==> src/rtl/bcp_pkg.sv <==
package bcp_pkg;
  localparam int LANES   = 8;
  localparam int CNT_W   = 32;
  localparam int MREGS   = 16;
  localparam int IDX_W   = 5;
  localparam int RED_W   = 2;
  localparam int RED_SUM = 0;
endpackage

==> src/rtl/bcp_mask_file.sv <==
module bcp_mask_file #(
  parameter int LANES = 8,
  parameter int MREGS = 16,
  localparam int AW = $clog2(MREGS)
) (
  input  logic             clk,
  input  logic             rst_n,
  input  logic             we,
  input  logic [AW-1:0]    waddr,
  input  logic [LANES-1:0] wdata,
  input  logic [AW-1:0]    raddr,
  output logic [LANES-1:0] rdata
);
  logic [LANES-1:0] entry_q [MREGS];

  for (genvar e = 0; e < MREGS; e++) begin : g_entry
    always_ff @(posedge clk or negedge rst_n) begin
      if (!rst_n)                         entry_q[e] <= '0;
      else if (we && waddr == AW'(e))     entry_q[e] <= wdata;
    end
  end

  assign rdata = entry_q[raddr];
endmodule

==> src/rtl/bcp_req_check.sv <==
module bcp_req_check #(
  parameter int MREGS   = 16,
  parameter int IDX_W   = 5,
  parameter int RED_W   = 2,
  parameter int RED_SUM = 0,
  localparam int AW = $clog2(MREGS)
) (
  input  logic [IDX_W-1:0] midx,
  input  logic [RED_W-1:0] red,
  input  logic             has_lmask,
  output logic             err,
  output logic [AW-1:0]    raddr
);
  logic out_of_band, bad_red;

  always_comb begin
    out_of_band = (midx >= IDX_W'(MREGS));
    bad_red     = (red != RED_W'(RED_SUM));
    err         = out_of_band | bad_red | has_lmask;
    raddr       = midx[AW-1:0];
  end
endmodule

==> src/rtl/bcp_prefix_count.sv <==
module bcp_prefix_count #(
  parameter int LANES = 8,
  parameter int CNT_W = 32,
  localparam int SW = $clog2(LANES + 1)
) (
  input  logic [LANES-1:0]       bits,
  output logic [LANES*CNT_W-1:0] counts
);
  logic [SW-1:0] run [LANES];

  for (genvar i = 0; i < LANES; i++) begin : g_lane
    if (i == 0) begin : g_first
      assign run[i] = SW'(bits[0]);
    end else begin : g_next
      assign run[i] = run[i-1] + SW'(bits[i]);
    end
    assign counts[i*CNT_W +: CNT_W] = CNT_W'(run[i]);
  end
endmodule

==> src/rtl/bitcount_prefix_unit.sv <==
module bitcount_prefix_unit
  import bcp_pkg::*;
#(
  parameter int LANES_P = LANES,
  parameter int CNT_W_P = CNT_W,
  parameter int MREGS_P = MREGS,
  parameter int IDX_W_P = IDX_W,
  localparam int AW = $clog2(MREGS_P)
) (
  input  logic                     clk,
  input  logic                     rst_n,
  input  logic                     mf_we,
  input  logic [AW-1:0]            mf_waddr,
  input  logic [LANES_P-1:0]       mf_wdata,
  input  logic                     req_valid,
  output logic                     req_ready,
  input  logic [IDX_W_P-1:0]       req_midx,
  input  logic [RED_W-1:0]         req_red,
  input  logic                     req_has_lmask,
  input  logic                     req_pred,
  output logic                     res_valid,
  input  logic                     res_ready,
  output logic [LANES_P*CNT_W_P-1:0] res_counts,
  output logic                     res_err
);
  logic                         chk_err;
  logic [AW-1:0]                rd_addr;
  logic [LANES_P-1:0]           rd_bits;
  logic [LANES_P*CNT_W_P-1:0]   pfx;
  logic                         accept;

  bcp_req_check #(.MREGS(MREGS_P), .IDX_W(IDX_W_P), .RED_W(RED_W), .RED_SUM(RED_SUM)) u_check (
    .midx(req_midx), .red(req_red), .has_lmask(req_has_lmask),
    .err(chk_err), .raddr(rd_addr)
  );

  bcp_mask_file #(.LANES(LANES_P), .MREGS(MREGS_P)) u_file (
    .clk(clk), .rst_n(rst_n), .we(mf_we), .waddr(mf_waddr), .wdata(mf_wdata),
    .raddr(rd_addr), .rdata(rd_bits)
  );

  bcp_prefix_count #(.LANES(LANES_P), .CNT_W(CNT_W_P)) u_pfx (
    .bits(rd_bits), .counts(pfx)
  );

  // Output register is the only buffer: take a new request when it is empty or draining
  assign req_ready = !res_valid || res_ready;
  assign accept    = req_valid && req_ready;

  always_ff @(posedge clk or negedge rst_n) begin
    if (!rst_n) begin
      res_valid  <= 1'b0;
      res_counts <= '0;
      res_err    <= 1'b0;
    end else if (accept) begin
      res_valid <= req_pred;
      if (req_pred) begin
        res_err    <= chk_err;
        res_counts <= chk_err ? '0 : pfx;
      end
    end else if (res_ready) begin
      res_valid <= 1'b0;
    end
  end
endmodule

==> config.mk <==
export PLATFORM = sky130hd
export DESIGN_NAME = bitcount_prefix_unit
export DESIGN_NICKNAME = d
export VERILOG_FILES = /design/src/rtl/bcp_pkg.sv /design/src/rtl/bcp_mask_file.sv /design/src/rtl/bcp_req_check.sv /design/src/rtl/bcp_prefix_count.sv /design/src/rtl/bitcount_prefix_unit.sv
export SDC_FILE = /design/constraint.sdc
export NUM_CORES = 1
export LEC_CHECK = 0
export ABC_AREA = 1
export BUFFER_PORTS_ARGS = -buffer_cell sky130_fd_sc_hd__buf_4
export CAP_MARGIN = 20
export CORE_UTILIZATION = 36
export DETAILED_ROUTE_END_ITERATION = 12
export PLACE_DENSITY = 0.67
export REMOVE_ABC_BUFFERS = 1
export SYNTH_ARGS = -nofsm -noshare
export SYNTH_HDL_FRONTEND = slang
export SYNTH_SLANG_ARGS = --single-unit
==> constraint.sdc <==
create_clock -name clk -period 9.2 [get_ports clk]
set_clock_uncertainty 0.15 [all_clocks]
set_input_delay 0.46 -clock clk [delete_from_list [all_inputs] [get_ports clk]]
set_output_delay 0.46 -clock clk [all_outputs]
set_load 0.01 [all_outputs]
Yosys cells after proc, flatten, opt, wreduce, memory -nomap -nowiden
Index checks and enable logic that the tools add are counted.
Operators by class
  $add $sub $neg: 7
  $mul: 0
  div/mod/pow operators: 0
  $lt $le $gt $ge: 2
  equal/unequal tests: 15
  shifts and indexed selects: 0
  multiplexer cells: 6
  bitwise logic cells: 3
  reductions and logical operators: 23
Operators with widths (number)
  two-way mux 228 bit: 1
  binary-select mux 8 bit (select 4 bit): 1
  == test 4 bit, second input constant: 8
  adder 4 x 1 -> 4 bit: 6
  logical AND 1 bit: 17
  == test 4 x 3 -> 1 bit, second input constant: 4
  two-way mux 8 bit: 2
  >= comparator 5 bit, second input constant: 2
  == test 4 x 2 -> 1 bit, second input constant: 2
  inverter 4 -> 5 bit: 1
  == test 4 x 1 -> 1 bit, second input constant: 1
  zero test 4 bit: 1
  nonzero test 2 bit: 2
  adder 1 x 1 -> 2 bit: 1
  two-way mux 1 bit: 2
  bitwise OR 1 bit: 2
  AND reduction 2 bit: 1
  zero test 1 bit: 1
  logical OR 1 bit: 1
Storage, ports and cells
  register bits: 386
  bits in latches: 0
  memory bits (writable): 0
  memory bits (read-only): 0
  output and inout port bits: 259
  word-level logic and storage cells: 75
  memories: 0

Depth between registers and ports, before layout
  word-level depth: 12
  gate-level depth with buffers: 23
  gate-level depth less buffers: 21

Cells and area by module
Synthesis repeated with hierarchy kept, for this count alone.
Second synthesis, totals
  cells, all modules: 2826
  area total of the unflattened synthesis: 20865.0 µm²
By module, submodules not included
  bitcount_prefix_unit: times used 1, cells an instance 1660, area each 12266.8 µm², seq. area each 6456.2 µm²
  bcp_mask_file: times used 1, cells an instance 834, area each 6262.3 µm², seq. area each 3203.1 µm²
  bcp_prefix_count: times used 1, cells an instance 325, area each 2294.7 µm², seq. area each 0.0 µm²
  bcp_req_check: times used 1, cells an instance 7, area each 41.3 µm², seq. area each 0.0 µm²

Least setup slack after synthesis
OpenSTA, ideal clock, no wires.
  kind: input-to-reg
  from: input req_midx[0]
  to: register res_counts[225]
  arrival: 3.836 ns
  path slack: 5.093 ns
  stages: 15
  path buffers: 3
  path through: buf_2 -> buf_2 -> buf_2 -> o21ai_0 -> o21ai_0 -> o211ai_1 -> nand2_1 -> fa_1 -> ha_1 -> ha_1 -> ha_1 -> ha_1 -> ha_1 -> ha_1 -> a22o_1
On the way
  word-level cells in the longest chain between the ends: 12
Ends and longest elaborated chain
  from (decl): line bitcount_prefix_unit.sv:17  | input logic [IDX_W_P-1:0] req_midx,
  inverter 4 -> 5 bit (implied by the code): line bcp_mask_file.sv:23  | assign rdata = entry_q[raddr];
  binary-select mux 8 bit (select 4 bit): line bcp_mask_file.sv:23
  two-way mux 8 bit (implied by the code) (2 in series): line bcp_mask_file.sv:23
  adder 1 x 1 -> 2 bit: line bcp_prefix_count.sv:15  | assign run[i] = run[i-1] + SW'(bits[i]);
  adder 4 x 1 -> 4 bit (6 in series): line bcp_prefix_count.sv:15
  two-way mux 228 bit *: line bitcount_prefix_unit.sv:59  | res_counts <= chk_err ? '0 : pfx;
  to (signal assigned): line bitcount_prefix_unit.sv:59
  to (decl): line bitcount_prefix_unit.sv:23  | output logic [LANES_P*CNT_W_P-1:0] res_counts,
Mark *: on every way between the ends. The rest lies on a longest branch, timed or not. The select of a mux whose other input is x is not followed.
A chain may end at the register's enable or synchronous reset.

Worst setup path in the final report
  from: input req_midx[1]
  to: register res_counts[225]
Same word-level chain as after synthesis.

==> results <==
- In the final layout, the share of cells above drive strength 1 is 0.08727.
- The combined buffer and inverter count along the critical path is 2.
- The area growth from synthesis to layout is 2.934%.
- The path class of the tightest hold or removal check is in2reg.
- The portion of the post-synthesis area used by sequential elements is 0.4258.
- Along the worst path, the maximum fanout reaches 37.
- The number of inserted diodes is 0.
- After clock tree synthesis, the setup repair step added 0 buffers.
- At the later pin of the worst-skew pair, clock insertion delay measures 430 ps.
- The worst max-slew margin expressed relative to the limit is 0.3767.
- In this run, the number of DRC markers left after iteration 0 of detailed routing was 534.
- The final critical-path share of the clock period is 0.5213.
- The initial antenna violation count was 0.
- The flow ran to the end, and the final reports show no timing, DRC or antenna violations.
- Across all layers, the routed design uses 6411 vias.
- The count of buffers inserted at the top-level ports is 54.
- The number of flip-flops and latches in the synthesized netlist is 156.
- After detailed routing, the number of remaining DRC violations is 0.
- At the worst endpoint, the required time is 9360 ps.
- Yosys mapped the design onto 28 distinct sky130hd cell types.
- The accumulated negative setup slack is 0 ps.
- In this run the vertical extent of the chip is 161.6 um.
- The remaining antenna violation count after routing is 0.
- CTS saw 156 sinks.
- The placed instances occupy a cell area of 8826 um2.
- Including well taps, the total number of placed cells is 1399.
- The startpoint type of the worst setup path is an input port.
- During I/O placement, the number of pins put on the boundary was 285.
- After clock tree synthesis, the repair step resized 0 gates.
- The number of max-cap violations is 0.
- Setup slack closes at 4404 ps.
- Static timing analysis puts the maximum clock frequency at 0.2085 GHz.
- The final-report max-slew violation count is 0.
- Each instance of the synthesized netlist takes up on average 8.617 um2.
- The final instance count without filler cells is 1430.
- Buffers inserted to repair hold after CTS numbered 1.
- The worst setup path is captured at a flop.
- The via count of the first global-routing pass was 5513.
- At the pin with the least slew margin, the transition time is 935.0 ps.
- Using the TritonRoute via totals, the vias-per-cell ratio works out to 4.483.
- Setup repair after global routing left no endpoint under its margin.
- The total wire length after detailed routing is 18950 um.
- In the global route stage, overall resource usage came out at 0.1498.
- The cell at the root of the clock tree is sky130_fd_sc_hd__clkbuf_16.
- In this design, the stage delay of the slowest critical-path cell is 810 ps.
- The cell count after synthesis is 1064.
- The hold violation count in the final report is 0.
- The maximum buffer depth of the clock tree is 2.
- The area of the core is 25110 um2.
- The layout filler cell count is 2579.
- The post-detailed-placement half-perimeter wirelength is 12730 um.
- The first-pass GRT wire length is 30190 um.
- The clock edge transition at the registers on the reported setup and hold paths is 60 ps.
- TritonCTS built the clock tree.
- The congestion estimate from routability-driven global placement came to 0.8111.
- The largest individual stage delay along the critical path comes from the cell sky130_fd_sc_hd__clkinv_1.
- The peak ir drop on the vdd network is 0.0001054 V.
- The setup violation total in the final timing report is 0.
- The arrival time reported for the critical path endpoint is 4960 ps.
- The initial standard-cell utilization of the core is 0.3652.
- The die is 161.6 um wide.
- The analysis attributes to cell leakage a power of 4.797 nW.
- The largest net degree at the start of global routing is 85.
- The total clock buffers created by CTS is 17.
- The final net count is 1129.
- The first detailed-routing pass ran for 5 iterations.
- The pre-CTS setup slack is 3990 ps.
- The routed length per instance is 13.25 um.
- The H-tree generated during clock tree synthesis spans 4 levels.
- The ratio of total power to cell area is 212.9 nW/um2.
- The time the worst path needs with I/O delays and setup is 4796 ps.
- Once layout is done, the placed cells without fillers occupy 9438 um2.
- Traced cell by cell, the critical path runs through buf_4 -> clkinv_1 -> o211ai_1 -> nand3_1 -> nand2_1 -> fa_1 -> ha_1 -> ha_1 -> ha_1 -> ha_1 -> ha_1 -> ha_1 -> a22o_1.
- Row generation in the floorplan step produced 58 rows.
- The setup path with the least slack is of type in2reg.
- The die footprint is 26110 um2.
- The Yosys step of the flow raised 0 warnings.
- The cell area that synthesis handed to floorplanning was 9169 um2.
- The global-route congestion overflow total is 0.
- The critical path's top delay family is adder cells.
- The most common cell type on the critical path is sky130_fd_sc_hd__ha_1.
layout make-up:
class,count,area [um2],area share
multi-input combinational,783,3807,0.4034
clock inverter,11,168.9,0.01790
tap,330,412.9,0.04375
clock buffer,19,432.9,0.04587
sequential,156,3904,0.4136
timing repair buffer,57,434.2,0.04600
inverter,74,277.8,0.02943
registers in the layout, summed over array words and instances (netlist names):
register	cells
res_counts	26
res_err	1
res_valid	1
u_file.entry_q	128
placed cells by master (no fill, tap or decap), types with 3 or more instances in the layout:
master	netlist	layout
sky130_fd_sc_hd__inv_2	4	4
sky130_fd_sc_hd__clkinv_2	0	3
sky130_fd_sc_hd__inv_1	69	69
sky130_fd_sc_hd__o211ai_1	31	31
sky130_fd_sc_hd__o21ai_1	6	6
sky130_fd_sc_hd__nor2_1	19	19
sky130_fd_sc_hd__a22o_1	16	16
sky130_fd_sc_hd__buf_4	235	55
sky130_fd_sc_hd__a21oi_1	39	39
sky130_fd_sc_hd__nand2_1	196	196
sky130_fd_sc_hd__o21ai_0	167	167
sky130_fd_sc_hd__nand3_1	33	33
sky130_fd_sc_hd__conb_1	1	230
sky130_fd_sc_hd__mux2i_1	21	21
sky130_fd_sc_hd__bufinv_16	0	4
sky130_fd_sc_hd__dfrtp_1	156	156
sky130_fd_sc_hd__clkbuf_16	0	17
sky130_fd_sc_hd__ha_1	13	13
power breakdown:
part / switching [mW] / leakage (nW) / internal (mW) / total (mW)
Combinational: 0.264 / 2.51 / 0.143 / 0.408
Sequential: 0.0623 / 2.00 / 0.810 / 0.872
Clock: 0.278 / 0.293 / 0.451 / 0.729
Total: 0.605 / 4.80 / 1.40 / 2.01
synthesized netlist by cell type, drive strengths merged:
| master | n | area [um2] |
|---|---|---|
| mux2i | 21 | 210.2 |
| clkbuf | 17 | 63.81 |
| o21ai | 173 | 865.8 |
| o211ai | 31 | 232.7 |
| nor3 | 2 | 32.53 |
| nand3 | 36 | 202.7 |
| nand2 | 196 | 735.7 |
| nor4 | 3 | 48.80 |
| dfrtp | 156 | 3904 |
| a22o | 16 | 140.1 |
| nor2 | 20 | 82.58 |
| conb | 1 | 3.750 |
| inv | 73 | 274.0 |
| buf | 263 | 1976 |
| nand3b | 2 | 15.01 |
| fa | 1 | 20.02 |
| clkinv | 1 | 3.750 |
| a21oi | 39 | 195.2 |
| ha | 13 | 162.7 |
routing by layer:
metal,vias up,track usage,share of wire
met1,3062,0.2132,0.48
met3,15,0.03672,0.059
met4,0,0.04245,0.012
li1,3074,-,-
met2,260,0.2247,0.45
met5,-,0,0
worst paths after layout:
kind,startpoint,endpoint,slack (ps),cells after the start
setup reg to reg,u_file.entry_q[18]$_DFFE_PN0P_,res_counts[225]$_DFFE_PN0P_,5290,14
max in group asynchronous,rst_n,res_counts[224]$_DFFE_PN0P_,6940,3
min in group asynchronous,rst_n,u_file.entry_q[4]$_DFFE_PN0P_,520,2
hold / removal,mf_wdata[2],u_file.entry_q[74]$_DFFE_PN0P_,110,3
setup / recovery,req_midx[1],res_counts[225]$_DFFE_PN0P_,4400,13
hold reg to reg,u_file.entry_q[29]$_DFFE_PN0P_,u_file.entry_q[29]$_DFFE_PN0P_,330,2
cells by family (layout without fill, tap and decap cells):
group | Yosys count | in the layout | share of synthesized area
buffers and inverters | 354 | 161 | 0.2527
other | 1 | 230 | 0.0004090
adder cells (fa/ha/maj) | 14 | 14 | 0.01992
multiplexers | 21 | 21 | 0.02293
flip-flops | 156 | 156 | 0.4258
AND/OR/NAND/NOR | 259 | 259 | 0.1219
AO/OA/AOI/OAI | 259 | 259 | 0.1564
worst reg2reg max path: cells and delay by family (launching register included):
family	cells	cell delay (ps)
compound gates	5	730
fa+ha+maj	7	2350
buf+inv	1	60
flops	1	350
simple gates	1	160
metrics by stage:
step           hold WS, ps  utilization  power (mW)
3_5_place_dp         317.9       0.3515       1.287
6_report             108.0       0.3759       2.009
4_1_cts              93.98       0.3759       2.025
5_1_grt              100.0       0.3759       2.140
3_3_place_gp         310.6       0.3515       1.274
2_1_floorplan        14.41            -       1.153
No activity file was read; power rests on OpenSTA's default activity.
